**src/rtl/aclink_pkg.sv**
```systemverilog
package aclink_pkg;
  typedef enum logic [1:0] {
    W_IDLE     = 2'd0,
    W_PULSE    = 2'd1,
    W_WAIT_LOW = 2'd2
  } warm_st_e;

  function automatic int unsigned ceil_cycles(longint unsigned hz, longint unsigned ns);
    return int'((hz * ns + 64'd999_999_999) / 64'd1_000_000_000);
  endfunction
endpackage

```
**src/rtl/aclink_edge_sync.sv**
```systemverilog
module aclink_edge_sync (
  input  logic clk_i,
  input  logic rst_ni,
  input  logic async_i,
  output logic level_o,
  output logic prev_o
);
  logic s1_q, s2_q, s3_q;

  always_ff @(posedge clk_i or negedge rst_ni) begin
    if (!rst_ni) begin
      s1_q <= 1'b0;
      s2_q <= 1'b0;
      s3_q <= 1'b0;
    end else begin
      s1_q <= async_i;
      s2_q <= s1_q;
      s3_q <= s2_q;
    end
  end

  assign level_o = s2_q;
  assign prev_o  = s3_q;
endmodule

```
**src/rtl/aclink_bclk_mon.sv**
```systemverilog
module aclink_bclk_mon #(
  parameter int unsigned TIMEOUT = 16
) (
  input  logic clk_i,
  input  logic rst_ni,
  input  logic bitclk_i,
  output logic present_o
);
  localparam int unsigned TW = $clog2(TIMEOUT + 1);

  logic          lvl, prv, edge_seen;
  logic [TW-1:0] idle_cnt_q;

  aclink_edge_sync u_sync (
    .clk_i  (clk_i),
    .rst_ni (rst_ni),
    .async_i(bitclk_i),
    .level_o(lvl),
    .prev_o (prv)
  );

  assign edge_seen = lvl ^ prv;

  always_ff @(posedge clk_i or negedge rst_ni) begin
    if (!rst_ni) begin
      idle_cnt_q <= '0;
      present_o  <= 1'b0;
    end else if (edge_seen) begin
      idle_cnt_q <= '0;
      present_o  <= 1'b1;
    end else if (idle_cnt_q == TW'(TIMEOUT - 1)) begin
      present_o  <= 1'b0;
    end else begin
      idle_cnt_q <= idle_cnt_q + 1'b1;
    end
  end
endmodule

```
**src/rtl/aclink_warm_gen.sv**
```systemverilog
module aclink_warm_gen
  import aclink_pkg::*;
#(
  parameter int unsigned WARM_CYC = 13
) (
  input  logic clk_i,
  input  logic rst_ni,
  input  logic start_i,
  input  logic abort_i,
  output logic sync_o,
  output logic idle_o
);
  localparam int unsigned CW = $clog2(WARM_CYC + 1);

  warm_st_e      st_q;
  logic [CW-1:0] cnt_q;
  logic          rb_lvl, rb_prv;

  // SYNC pad readback, treated as asynchronous while the bit clock is off
  aclink_edge_sync u_rb (
    .clk_i  (clk_i),
    .rst_ni (rst_ni),
    .async_i(sync_o),
    .level_o(rb_lvl),
    .prev_o (rb_prv)
  );

  always_ff @(posedge clk_i or negedge rst_ni) begin
    if (!rst_ni) begin
      st_q  <= W_IDLE;
      cnt_q <= '0;
    end else if (abort_i) begin
      st_q  <= W_IDLE;
      cnt_q <= '0;
    end else begin
      unique case (st_q)
        W_IDLE: if (start_i) begin
          st_q  <= W_PULSE;
          cnt_q <= '0;
        end
        W_PULSE: if (cnt_q == CW'(WARM_CYC - 1)) st_q <= W_WAIT_LOW;
                 else cnt_q <= cnt_q + 1'b1;
        W_WAIT_LOW: if (!rb_lvl && !rb_prv) st_q <= W_IDLE;
        default: st_q <= W_IDLE;
      endcase
    end
  end

  assign sync_o = (st_q == W_PULSE);
  assign idle_o = (st_q == W_IDLE);
endmodule

```
**src/rtl/aclink_rst_seq.sv**
```systemverilog
module aclink_rst_seq
  import aclink_pkg::*;
#(
  parameter int unsigned SYS_CLK_HZ   = 50_000_000,
  parameter int unsigned WARM_NS      = 1000,
  parameter int unsigned BCLK_TIMEOUT = 16
) (
  input  logic clk_i,
  input  logic rst_ni,
  input  logic bitclk_i,
  input  logic wake_i,
  input  logic cold_rst_i,
  input  logic warm_req_i,
  input  logic resume_ie_i,
  input  logic wake_clr_i,
  input  logic err_clr_i,
  output logic codec_rst_no,
  output logic sync_o,
  output logic link_active_o,
  output logic irq_o,
  output logic err_o
);
  localparam int unsigned WARM_CYC = ceil_cycles(SYS_CLK_HZ, WARM_NS);

  logic bclk_present, warm_idle, wake_lvl, wake_prv, wake_rise;

  aclink_bclk_mon #(.TIMEOUT(BCLK_TIMEOUT)) u_bclk (
    .clk_i    (clk_i),
    .rst_ni   (rst_ni),
    .bitclk_i (bitclk_i),
    .present_o(bclk_present)
  );

  aclink_warm_gen #(.WARM_CYC(WARM_CYC)) u_warm (
    .clk_i  (clk_i),
    .rst_ni (rst_ni),
    .start_i(warm_req_i && !bclk_present),
    .abort_i(cold_rst_i),
    .sync_o (sync_o),
    .idle_o (warm_idle)
  );

  aclink_edge_sync u_wake (
    .clk_i  (clk_i),
    .rst_ni (rst_ni),
    .async_i(wake_i),
    .level_o(wake_lvl),
    .prev_o (wake_prv)
  );

  assign wake_rise = wake_lvl && !wake_prv;

  always_ff @(posedge clk_i or negedge rst_ni) begin
    if (!rst_ni) begin
      codec_rst_no <= 1'b0;
      irq_o        <= 1'b0;
      err_o        <= 1'b0;
    end else begin
      codec_rst_no <= !cold_rst_i;
      if (cold_rst_i) begin
        irq_o <= 1'b0;
        err_o <= 1'b0;
      end else begin
        if (wake_rise && resume_ie_i) irq_o <= 1'b1;
        else if (wake_clr_i)          irq_o <= 1'b0;
        if (warm_req_i && bclk_present) err_o <= 1'b1;
        else if (err_clr_i)             err_o <= 1'b0;
      end
    end
  end

  assign link_active_o = bclk_present && codec_rst_no && warm_idle;
endmodule

```
**config.mk**
```make
export PLATFORM = sky130hd
export DESIGN_NAME = aclink_rst_seq
export DESIGN_NICKNAME = d
export VERILOG_FILES = /design/src/rtl/aclink_pkg.sv /design/src/rtl/aclink_edge_sync.sv /design/src/rtl/aclink_bclk_mon.sv /design/src/rtl/aclink_warm_gen.sv /design/src/rtl/aclink_rst_seq.sv
export SDC_FILE = /design/constraint.sdc
export NUM_CORES = 1
export LEC_CHECK = 0
export ABC_CLOCK_PERIOD_IN_PS = 2400
export BUFFER_PORTS_ARGS = -buffer_cell sky130_fd_sc_hd__buf_4
export CAP_MARGIN = 20
export CORE_MARGIN = 3
export CORE_UTILIZATION = 59
export CTS_CLUSTER_SIZE = 25
export DETAILED_ROUTE_END_ITERATION = 16
export PLACE_DENSITY = 0.81
export SYNTH_ARGS = -nofsm -noshare
export SYNTH_HDL_FRONTEND = slang
export SYNTH_SLANG_ARGS = --single-unit
```
**constraint.sdc**
```tcl
create_clock -name clk_i -period 2.4 [get_ports clk_i]
set_input_delay 0.24 -clock clk_i [delete_from_list [all_inputs] [get_ports clk_i]]
set_output_delay 0.24 -clock clk_i [all_outputs]
set_load 0.01 [all_outputs]
```
==> results of run 1 <==
[how the worst max path moves through the flow]
stage | start | cells past startpoint | slack [ps] | to
after floorplan | u_bclk.idle_cnt_q[0] | 7 | 950 | u_bclk.idle_cnt_q[3]
after global placement | u_bclk.idle_cnt_q[0] | 7 | 920 | u_bclk.idle_cnt_q[3]
after detailed placement | u_bclk.idle_cnt_q[0] | 7 | 830 | u_bclk.idle_cnt_q[3]
after CTS | u_bclk.idle_cnt_q[0] | 7 | 820 | u_bclk.idle_cnt_q[3]
after global routing | u_warm.st_q[0] | 3 | 690 | sync_o
final | u_warm.st_q[0] | 3 | 830 | sync_o
[routing by layer]
metal / up-vias / global-route usage / part of all wire
met2: 15 / 0.2790 / 0.47
li1: 360 / - / -
met5: - / 0 / 0
met3: 5 / 0.02752 / 0.033
met1: 338 / 0.1992 / 0.47
met4: 0 / 0.09479 / 0.022
[cell type report]
cell class / instances / area [um^2]
inverter: 5 / 18.77
tap: 24 / 30.03
fill: 108 / 347.8
multi-input combinational: 62 / 417.9
sequential: 26 / 650.6
timing repair buffer: 16 / 127.6
clock buffer: 4 / 36.28
[stage by stage]
stage | hold slack, ps | worst slack (ps) | util | total power, mW | cell area, um^2
after floorplan | -55.59 | 949.1 | - | 0.4982 | 1095
after global placement | 157.7 | 915.7 | 0.7458 | 0.5248 | 1215
after detailed placement | 160.2 | 833.4 | 0.7458 | 0.5280 | 1215
after CTS | 10.25 | 817.4 | 0.7742 | 0.7428 | 1261
after global routing | 118.8 | 692.6 | 0.7865 | 0.7764 | 1281
final | 127.1 | 828.5 | 0.7865 | 0.7418 | 1281
[power groups by stage]
stage | sequential (mW) | clock (mW) | combinational [mW]
finish | 0.464 | 0.220 | 0.0579
global route | 0.467 | 0.243 | 0.0664
CTS | 0.464 | 0.222 | 0.0567
detailed placement | 0.473 | 0 | 0.0552
global placement | 0.472 | 0 | 0.0533
floorplan | 0.472 | 0 | 0.0264
[worst register-to-register path: cells and delay by family, from the launching register on]
family | cells | cell delay, ps
adder cells (fa/ha/maj) | 2 | 480
buffers and inverters | 1 | 100
flip-flops | 1 | 430
AND/OR/NAND/NOR | 3 | 300
XOR/XNOR | 1 | 140
[placed cells by master, fill, tap and decap left out]
cell | synthesis | final
sky130_fd_sc_hd__and3_1 | 2 | 2
sky130_fd_sc_hd__nand2b_1 | 2 | 2
sky130_fd_sc_hd__clkbuf_8 | 0 | 1
sky130_fd_sc_hd__and4b_1 | 1 | 1
sky130_fd_sc_hd__dlygate4sd3_1 | 0 | 3
sky130_fd_sc_hd__a211oi_2 | 1 | 1
sky130_fd_sc_hd__xnor2_1 | 1 | 1
sky130_fd_sc_hd__xor2_1 | 6 | 6
sky130_fd_sc_hd__o2111ai_1 | 2 | 2
sky130_fd_sc_hd__nand2_1 | 4 | 4
sky130_fd_sc_hd__o21ai_1 | 1 | 1
sky130_fd_sc_hd__nor2b_1 | 2 | 2
sky130_fd_sc_hd__nor4_1 | 1 | 1
sky130_fd_sc_hd__or3_1 | 2 | 2
sky130_fd_sc_hd__o31ai_2 | 1 | 1
sky130_fd_sc_hd__nand3_1 | 1 | 1
sky130_fd_sc_hd__clkbuf_4 | 0 | 3
sky130_fd_sc_hd__nor3_2 | 2 | 2
sky130_fd_sc_hd__dfrtp_1 | 26 | 26
sky130_fd_sc_hd__o21ai_0 | 1 | 1
sky130_fd_sc_hd__nor2b_4 | 1 | 1
sky130_fd_sc_hd__mux2i_1 | 1 | 1
sky130_fd_sc_hd__buf_4 | 1 | 13
sky130_fd_sc_hd__nor2_1 | 14 | 14
sky130_fd_sc_hd__nand4_1 | 3 | 3
sky130_fd_sc_hd__nand3b_1 | 1 | 1
sky130_fd_sc_hd__inv_1 | 5 | 5
sky130_fd_sc_hd__o211ai_1 | 1 | 1
sky130_fd_sc_hd__a21o_1 | 1 | 1
sky130_fd_sc_hd__ha_1 | 4 | 4
sky130_fd_sc_hd__a21oi_1 | 6 | 6
[flip-flops by register name, indices dropped and copies added, names as in the netlist]
signal / flops
u_warm.cnt_q: 6
u_bclk.idle_cnt_q: 5
u_warm.st_q: 2
codec_rst_no: 1
err_o: 1
irq_o: 1
u_bclk.present_o: 1
u_bclk.u_sync.level_o: 1
u_bclk.u_sync.prev_o: 1
u_bclk.u_sync.s1_q: 1
u_wake.level_o: 1
u_wake.prev_o: 1
u_wake.s1_q: 1
u_warm.u_rb.level_o: 1
u_warm.u_rb.prev_o: 1
u_warm.u_rb.s1_q: 1
[timing repair]
| action | CTS | global route |
|---|---|---|
| hold endpoints to repair | 26 | 2 |
| hold buffers | 1 | 2 |
| setup endpoints to repair | 0 | 0 |
[kinds of logic (layout without fill, tap and decap cells)]
| logic type | after synthesis | in the layout | share of synthesized area |
|---|---|---|---|
| buffers and inverters | 6 | 25 | 0.02400 |
| XOR/XNOR | 7 | 7 | 0.05600 |
| multiplexers | 1 | 1 | 0.009143 |
| AO/OA/AOI/OAI | 14 | 14 | 0.08914 |
| adder cells (fa/ha/maj) | 4 | 4 | 0.04572 |
| flip-flops | 26 | 26 | 0.5943 |
| AND/OR/NAND/NOR | 36 | 36 | 0.1817 |
==> results by group, run 1 <==
STA
  • RSZ-0062 raised after global routing: no
  • Maximum clock rate: 636.3 MHz
  • Number of hold violations in the final report: 0
  • Pin slew with the least headroom to its limit: between 400 and 500 ps
  • Final Cycle Share: 0.6548
  • Endpoints failing setup: 0
  • Total Negative Setup Slacks: 0 ps
  • Number of max-slew violations in the final report: 0
  • Final period demand of the worst path: 1572 ps
  • Post-route clock skew: 2.144 ps
  • Relative slew slack: 0.7192

Power
  • Clock group share of total power: 0.296
  • Seq pwr share: 0.626
  • Power density over cell area: about 580 nW/um^2
  • Share of total power in combinational logic: 0.078
  • Sw power: around 0.17 mW
  • Internal power contribution: between 0.5 and 0.6 mW
  • Fraction of power spent switching nets: 0.2236
  • Leakage Power: ~0.6 nW
  • Worst supply voltage drop on vdd: slightly below 0.0005 V

Finish
  • Number of nets at the end of the flow: 127
  • Layout Cells excl Fill: between 100 and 150
  • Synthesis-to-finish area growth: 17.03%
  • Number of antenna repair diodes: 0
  • Share of post-route cells with drive strength above 1: 0.1947

CTS
  • Total clock sinks: 26
  • Root Buffer Master: sky130_fd_sc_hd__clkbuf_4
  • Clock buffer count from CTS: 3
  • CTS clk-pin slew, worst paths: roughly 130 ps
  • Worst-Skew Late Latency: around 320 ps
  • Clock Tree Buf Depth: 2
  • Post_cts resized: 0
  • Total number of H-tree levels: 1
  • CTS tree: yes
  • Number of buffers added for setup after CTS: 0

Synth
  • Most instantiated library cell after synthesis: sky130_fd_sc_hd__dfrtp_1
  • Total of flip-flops plus latches after synthesis: 26
  • Number of unique standard cell types used by synthesis: 28
  • Area contributors post-synth: sky130_fd_sc_hd__dfrtp_1, sky130_fd_sc_hd__nor2_1, sky130_fd_sc_hd__xor2_1, sky130_fd_sc_hd__ha_1, sky130_fd_sc_hd__a21oi_1
  • Sequential-to-total area share from yosys stat: 0.5943
  • Post-synth design cell area: roughly 1100 um^2
  • Fraction of synthesized cell area taken by the top area cell type: 0.5943
  • Avg Inst Size Synth: 11.65 um^2
  • Most used flip-flop cell after synthesis: sky130_fd_sc_hd__dfrtp_1
  • Number of flops mapped to enable cells by yosys: 0
  • Syn Nets: around 110
  • Share of flip-flops with an asynchronous set or reset: 1.000
  • Number of instances in the synthesized netlist: 94
  • Most area-hungry cell type in the Yosys netlist: sky130_fd_sc_hd__dfrtp_1
  • Yosys synthesis warning count: 0
  • Ranking of synthesized cells by instance count: sky130_fd_sc_hd__dfrtp_1, sky130_fd_sc_hd__nor2_1, sky130_fd_sc_hd__a21oi_1, sky130_fd_sc_hd__xor2_1, sky130_fd_sc_hd__inv_1

Drt
  • Mean routed wirelength per cell: roughly 13 um
  • DRC violation count after routing: 0
  • Final antenna-violating net count: 0
  • Violation count after the first detailed-route iteration: 10
  • Via-to-Cell Ratio: 5.241
  • Number of detailed-route iterations in the first pass: 4
  • Wirelength, routed: 1.819 mm
  • Via count: around 700

Run
  • Max-cap check violation count: 0

Global routing
  • First-pass GRT wire length: 3.042 mm
  • Sum of overflow across all layers after global routing: 0
  • Largest net degree at the start of global routing: 27
  • Antenna violations before repair: 0
  • Total routing usage reported by global routing: 0.1659
  • Number of global-route vias before repair: 701

Floorplanning
  • I/O pin count: 14
  • DIE AREA: around 2400 um^2
  • DIE WIDTH: between 40 and 50 um
  • Total number of placement rows: 14
  • Die outline height: a little under 50 um
  • Starting density of the core: 0.6720
  • Area of the core: between 1500 and 2000 um^2

Critical path
  • Slowest stage cell on the critical path: sky130_fd_sc_hd__dfrtp_1
  • Critical path buffer and inverter count: 2
  • Cell-by-cell listing of the critical path: inv_1 > nor2_1 > buf_4
  • Worst setup SP type: register
  • Worst endpoint data arrival time: 1330 ps
  • Worst reg2reg path endpoint: u_bclk.idle_cnt_q[3]
  • Longest individual stage delay on the worst path: between 500 and 600 ps
  • Cell count of the worst reg-to-reg path: 7
  • Type of the worst setup path: reg -> out
  • Startpoint of the most critical register-to-register path: u_bclk.idle_cnt_q[0]
  • R2R setup slack: around 840 ps
  • Maximum net fanout on the critical path: 8
  • Critical Path End Type: output port
  • Cell class contributing the biggest share of worst-path delay: flip-flops
  • Required @ worst endpoint: 2160 ps

Hold path
  • Worst hold start: cold_rst_i
  • Hold-critical path endpoint: u_warm.cnt_q[0]
  • Cell depth of the worst min-delay path: 2
  • Path class of the lowest-slack min-delay path: in -> reg

Outcome
  • Outcome: finished, final reports clean

Placed design
  • Port Buf Inserts: 13
  • Routability Congestion: around 0.83
  • Placed Cells: 130
  • Placed wire-length estimate: 1.353 mm
Power figures use the tool's default switching activity.
==> run 2, diff against run 1 <==
ABC_CLOCK_PERIOD_IN_PS = 1300   (was 2400)
CORE_UTILIZATION = 49   (was 59)
PLACE_DENSITY = 0.72   (was 0.81)
clock period = 1.3 ns   (was 2.4 ns; I/O delays follow)
==> run 2 against run 1 <==
  * Worst setup slack got worse by 900 ps
  * Routed wire length grew 13%
  * The flow now finishes with violations (setup timing)
  * Worst hold slack lost 98 ps
  * Critical path depth increased by 2
  * Clock power grew 79%
  * Global-route usage up 1.2 points
  * Highest routed layer unchanged
==> results by group, run 2 (synthesis results as in run 1) <==
Outcome
  • Outcome: complete, but fails checks
  • Failing checks: setup timing

Run
  • Max-cap check violation count: 0

Hold path
  • Path class of the lowest-slack min-delay path: in -> reg
  • Worst hold start: cold_rst_i
  • Hold-critical path endpoint: u_warm.st_q[1]
  • Cell depth of the worst min-delay path: 2

Critical path
  • Required @ worst endpoint: about 1600 ps
  • Worst endpoint data arrival time: about 1600 ps
  • Cell count of the worst reg-to-reg path: 5
  • Startpoint of the most critical register-to-register path: u_warm.cnt_q[0]
  • Worst setup SP type: register
  • Worst reg2reg path endpoint: u_warm.cnt_q[2]
  • Maximum net fanout on the critical path: 4
  • Critical Path End Type: register
  • R2R setup slack: -70 ps
  • Type of the worst setup path: reg -> reg

CTS
  • Total clock sinks: 26
  • Clock Tree Buf Depth: 2
  • CTS tree: yes
  • Worst-Skew Late Latency: slightly above 300 ps
  • Total number of H-tree levels: 1
  • Root Buffer Master: sky130_fd_sc_hd__clkbuf_4
  • CTS clk-pin slew, worst paths: 130 ps
  • Clock buffer count from CTS: 3

Placed design
  • Port Buf Inserts: 13
  • Placed wire-length estimate: about 1.3 mm
  • Routability Congestion: 0.8354

Drt
  • Violation count after the first detailed-route iteration: 11
  • Final antenna-violating net count: 0
  • Number of detailed-route iterations in the first pass: 4
  • DRC violation count after routing: 0
  • Via-to-Cell Ratio: roughly 5.2
  • Wirelength, routed: between 2 and 2.5 mm
  • Mean routed wirelength per cell: between 10 and 15 um
  • Via count: between 700 and 800

STA
  • Pin slew with the least headroom to its limit: ~460 ps
  • Number of max-slew violations in the final report: 0
  • Post-route clock skew: approximately 6.5 ps
  • Min setup slack post-route: -66.77 ps
  • Maximum clock rate: 731.7 MHz
  • Final period demand of the worst path: approximately 1400 ps
  • RSZ-0062 raised after global routing: yes
  • Number of hold violations in the final report: 0
  • Total Negative Setup Slacks: -316.0 ps
  • Final Cycle Share: 1.051
  • Relative slew slack: 0.6919
  • Endpoints failing setup: 9

Power
  • Power density over cell area: ~950 nW/um^2
  • Final total power: 1.378 mW
  • Leakage Power: approximately 0.67 nW
  • Worst supply voltage drop on vdd: roughly 0.00072 V

Global routing
  • Number of global-route vias before repair: 800
  • Sum of overflow across all layers after global routing: 0
  • First-pass GRT wire length: roughly 3.5 mm
  • Total routing usage reported by global routing: 0.1781
  • Largest net degree at the start of global routing: 27
  • Antenna violations before repair: 0

Floorplanning
  • Starting density of the core: 0.5362
  • Area of the core: roughly 2000 um^2
  • Die outline height: 53.27 um
  • Total number of placement rows: 16
  • I/O pin count: 14
  • DIE AREA: approximately 2800 um^2
  • DIE WIDTH: 53.27 um

Finish
  • Most frequent standard cell in the layout excluding fill and tap cells: sky130_fd_sc_hd__buf_4
  • Number of nets at the end of the flow: between 100 and 150
  • Flip-flop count of the largest register after layout: 6
  • Synthesis-to-finish area growth: 32.80%
  • Commonest cells after routing, fill and taps aside: sky130_fd_sc_hd__buf_4, sky130_fd_sc_hd__dfrtp_1, sky130_fd_sc_hd__nor2_1, sky130_fd_sc_hd__xor2_1
  • Leading registers by flop count: u_warm.cnt_q x6, u_bclk.idle_cnt_q x5, u_warm.st_q x2
  • Number of antenna repair diodes: 0
  • Register with the highest flop count: u_warm.cnt_q
  • Share of post-route cells with drive strength above 1: 0.4048
## run 2: area by class of cell
type / count / area [um^2]
Sequential cell: 26 / 654.4
Timing Repair Buffer: 29 / 225.2
Tap cell: 27 / 33.78
Multi-Input combinational cell: 62 / 485.5
Fill cell: 166 / 588.1
Inverter: 5 / 18.77
Clock buffer: 4 / 36.28
## run 2: per-layer routing
layer / share of wire / up-vias / wire [um] / global-route usage
met5: 0 / - / 0 / 0
met4: 0.0058 / 0 / 12 / 0.05106
met3: 0.043 / 2 / 88 / 0.03380
met2: 0.50 / 21 / 1023 / 0.3122
met1: 0.45 / 379 / 933 / 0.2198
li1: - / 389 / - / -
## run 2: metrics by stage
step / cell area (um^2) / setup WS [ps] / utilization / cells / hold WS, ps
floorplan: 1115 / -30.26 / - / 94 / -165.6
global placement: 1284 / -32.03 / 0.6287 / 139 / 50.69
detailed placement: 1284 / -75.66 / 0.6287 / 139 / 51.90
CTS: 1429 / -64.09 / 0.6998 / 153 / 24.56
global route: 1454 / -152.6 / 0.7120 / 153 / 22.80
finish: 1454 / -66.77 / 0.7120 / 153 / 29.05
## run 2: worst max-delay path by stage
stage / startpoint / endpoint / slack, ps / cells past startpoint
after floorplan: u_bclk.idle_cnt_q[0] / u_bclk.idle_cnt_q[3] / -30 / 7
after global placement: u_bclk.idle_cnt_q[1] / u_bclk.idle_cnt_q[3] / -30 / 7
after detailed placement: u_warm.cnt_q[0] / u_warm.cnt_q[2] / -80 / 5
after CTS: u_bclk.idle_cnt_q[0] / u_bclk.idle_cnt_q[3] / -60 / 7
after global routing: u_bclk.idle_cnt_q[1] / u_bclk.idle_cnt_q[3] / -150 / 7
final: u_warm.cnt_q[0] / u_warm.cnt_q[2] / -70 / 5
## run 2: critical path, cell delays in order, from the launching register on
cell                      delay, ps
sky130_fd_sc_hd__dfrtp_2        480
sky130_fd_sc_hd__ha_4           180
sky130_fd_sc_hd__nand4_1        100
sky130_fd_sc_hd__nor3_2          60
sky130_fd_sc_hd__or3_1          360
sky130_fd_sc_hd__a21oi_2        120
## run 2: where the power goes
group | switching, mW | internal, mW | total [mW] | leakage, nW
combinational | 0.0617 | 0.0683 | 0.130 | 0.312
clock | 0.222 | 0.171 | 0.393 | 0.0210
sequential | 0.0172 | 0.838 | 0.855 | 0.333
total | 0.301 | 1.08 | 1.38 | 0.666
## run 2: timing repair
action                     in CTS  in global routing
buffers inserted                7                  0
hold endpoints to repair       28                  0
pin swaps                       8                  1
gates resized for setup         9                  7
hold buffers                    3                  0
setup endpoints to repair      11                 16
cloned                          0                  0
==> run 3, diff against run 2 <==
CORE_MARGIN = 2   (was 3)
TNS_END_PERCENT = 50   (was unset)
==> run 3 against run 2 <==
  * Largest cell class unchanged
  * Worst setup slack lost 16 ps
  * Critical endpoint is now u_bclk.idle_cnt_q[3]
  * Routed wire length about the same
  * The flow still finishes with violations (setup timing)
  * Sequential power about the same
  * Largest power group unchanged
==> results by group, run 3 (synthesis results as in run 1) <==
Finish
  • Register with the highest flop count: u_warm.cnt_q
  • Share of post-route cells with drive strength above 1: 0.4173
  • Commonest cells after routing, fill and taps aside: sky130_fd_sc_hd__buf_4, sky130_fd_sc_hd__dfrtp_1, sky130_fd_sc_hd__nor2_1, sky130_fd_sc_hd__xor2_1, sky130_fd_sc_hd__nand2_1
  • Register Area: between 600 and 700 um^2
  • Number of filler cells placed in the layout: 167
  • Number of antenna repair diodes: 0
  • Leading registers by flop count: u_warm.cnt_q x6, u_bclk.idle_cnt_q x5, u_warm.st_q x2
  • Area of all placed cells without fillers: ~1500 um^2
  • Number of nets at the end of the flow: 141
  • Synthesis-to-finish area growth: 36.46%
  • Flip-flop count of the largest register after layout: 6
  • Area of the multi-input gates: 494.2 um^2
  • Most frequent standard cell in the layout excluding fill and tap cells: sky130_fd_sc_hd__buf_4

CTS
  • Total number of H-tree levels: 1
  • Clock buffer count from CTS: 3
  • Root Buffer Master: sky130_fd_sc_hd__clkbuf_4
  • Worst-Skew Late Latency: a little over 300 ps
  • Total clock sinks: 26
  • Clock Tree Buf Depth: 2
  • CTS clk-pin slew, worst paths: roughly 140 ps
  • CTS tree: yes

Critical path
  • Critical path buffer and inverter count: 1
  • Longest individual stage delay on the worst path: 410 ps
  • Critical Path End Type: register
  • Slowest stage cell on the critical path: sky130_fd_sc_hd__dfrtp_1
  • Maximum net fanout on the critical path: 5
  • Worst endpoint data arrival time: about 1600 ps
  • Type of the worst setup path: reg -> reg
  • Cell-by-cell listing of the critical path: ha_2 > and3_4 > ha_4 > inv_2 > nand4_1 > xor2_1 > nor2_1
  • Required @ worst endpoint: approximately 1500 ps
  • Worst setup SP type: register
  • Cell class contributing the biggest share of worst-path delay: flip-flops

STA
  • Post-route clock skew: between 4 and 5 ps
  • Final Cycle Share: 1.064
  • Endpoints failing setup: 11
  • Relative slew slack: 0.7026
  • Maximum clock rate: about 720 MHz
  • Min setup slack post-route: -82.86 ps
  • Number of hold violations in the final report: 0
  • Total Negative Setup Slacks: -436.9 ps
  • Final period demand of the worst path: roughly 1400 ps
  • Minimum hold slack: around 33 ps
  • RSZ-0062 raised after global routing: yes
  • Number of max-slew violations in the final report: 0
  • Pin slew with the least headroom to its limit: approximately 440 ps

Drt
  • Number of detailed-route iterations in the first pass: 4
  • Via-to-Cell Ratio: 5.148
  • DRC violation count after routing: 0
  • Final antenna-violating net count: 0
  • Via count: roughly 800
  • Wirelength, routed: 2.059 mm
  • Mean routed wirelength per cell: approximately 13 um
  • Violation count after the first detailed-route iteration: 12

Placed design
  • Placed wire-length estimate: 1.340 mm
  • Area of placed instances: 1292 um^2
  • Routability Congestion: roughly 0.75
  • Port Buf Inserts: 13
  • Pre-CTS worst setup slack: -88.59 ps

Global routing
  • Total routing usage reported by global routing: 0.1916
  • Largest net degree at the start of global routing: 27
  • Sum of overflow across all layers after global routing: 0
  • First-pass GRT wire length: 3.553 mm
  • Antenna violations before repair: 0
  • Number of global-route vias before repair: 823

Floorplanning
  • Starting density of the core: 0.5046
  • DIE WIDTH: around 51 um
  • I/O pin count: 14
  • Area of the core: approximately 2200 um^2
  • Total number of placement rows: 17
  • DIE AREA: roughly 2600 um^2
  • Die outline height: a little over 50 um

Outcome
  • Failing checks: setup timing
  • Outcome: complete, but fails checks

Power
  • Leakage Power: 0.6760 nW
  • Worst supply voltage drop on vdd: 0.0008962 V
  • Power density over cell area: just over 1000 nW/um^2
  • Final total power: 1.530 mW

Hold path
  • Path class of the lowest-slack min-delay path: in -> reg

Run
  • Max-cap check violation count: 0
## run 3: per-layer routing
layer,GRT usage,up-vias,share of wire
li1,-,392,-
met1,0.2222,394,0.43
met2,0.3398,10,0.53
met3,0.04386,2,0.027
met4,0.07895,0,0.013
met5,0,-,0
## run 3: final cells by class
cell class / count / share of cell area
clock inverters: 1 / 0.02010
clock buffers: 3 / 0.01508
well taps: 28 / 0.02345
multi-input cells: 62 / 0.3308
flip-flops and latches: 26 / 0.4372
inverters: 5 / 0.01256
repair buffers: 30 / 0.1608
## run 3: through the flow
stage / utilization / std cells
4_1_cts: 0.6707 / 154
3_5_place_dp: 0.5957 / 141
5_1_grt: 0.6886 / 155
6_report: 0.6886 / 155
2_1_floorplan: - / 94
3_3_place_gp: 0.5957 / 141
## run 3: path summary, 6_finish.rpt
kind	cells past startpoint	slack, ps	start	to
hold reg to reg	0	370	u_warm.u_rb.s1_q	u_warm.u_rb.level_o
setup / recovery	7	-80	u_bclk.idle_cnt_q[0]	u_bclk.idle_cnt_q[3]
min in group asynchronous	2	240	rst_ni	u_warm.cnt_q[3]
max in group asynchronous	2	800	rst_ni	u_warm.st_q[0]
hold / removal	2	30	cold_rst_i	u_warm.st_q[1]
setup reg to reg	7	-80	u_bclk.idle_cnt_q[0]	u_bclk.idle_cnt_q[3]
## run 3: repair_timing
item                       CTS  global route
hold buffers                 3             0
buffers inserted             6             1
hold endpoints to repair    28             0
resized for setup           11            10
setup endpoints to repair   10            14
pin swaps                    8             2
## run 3: power by group
group | switching, mW | internal [mW] | total [mW]
Sequential | 0.0174 | 0.838 | 0.855
Clock | 0.229 | 0.312 | 0.540
Combinational | 0.0623 | 0.0726 | 0.135
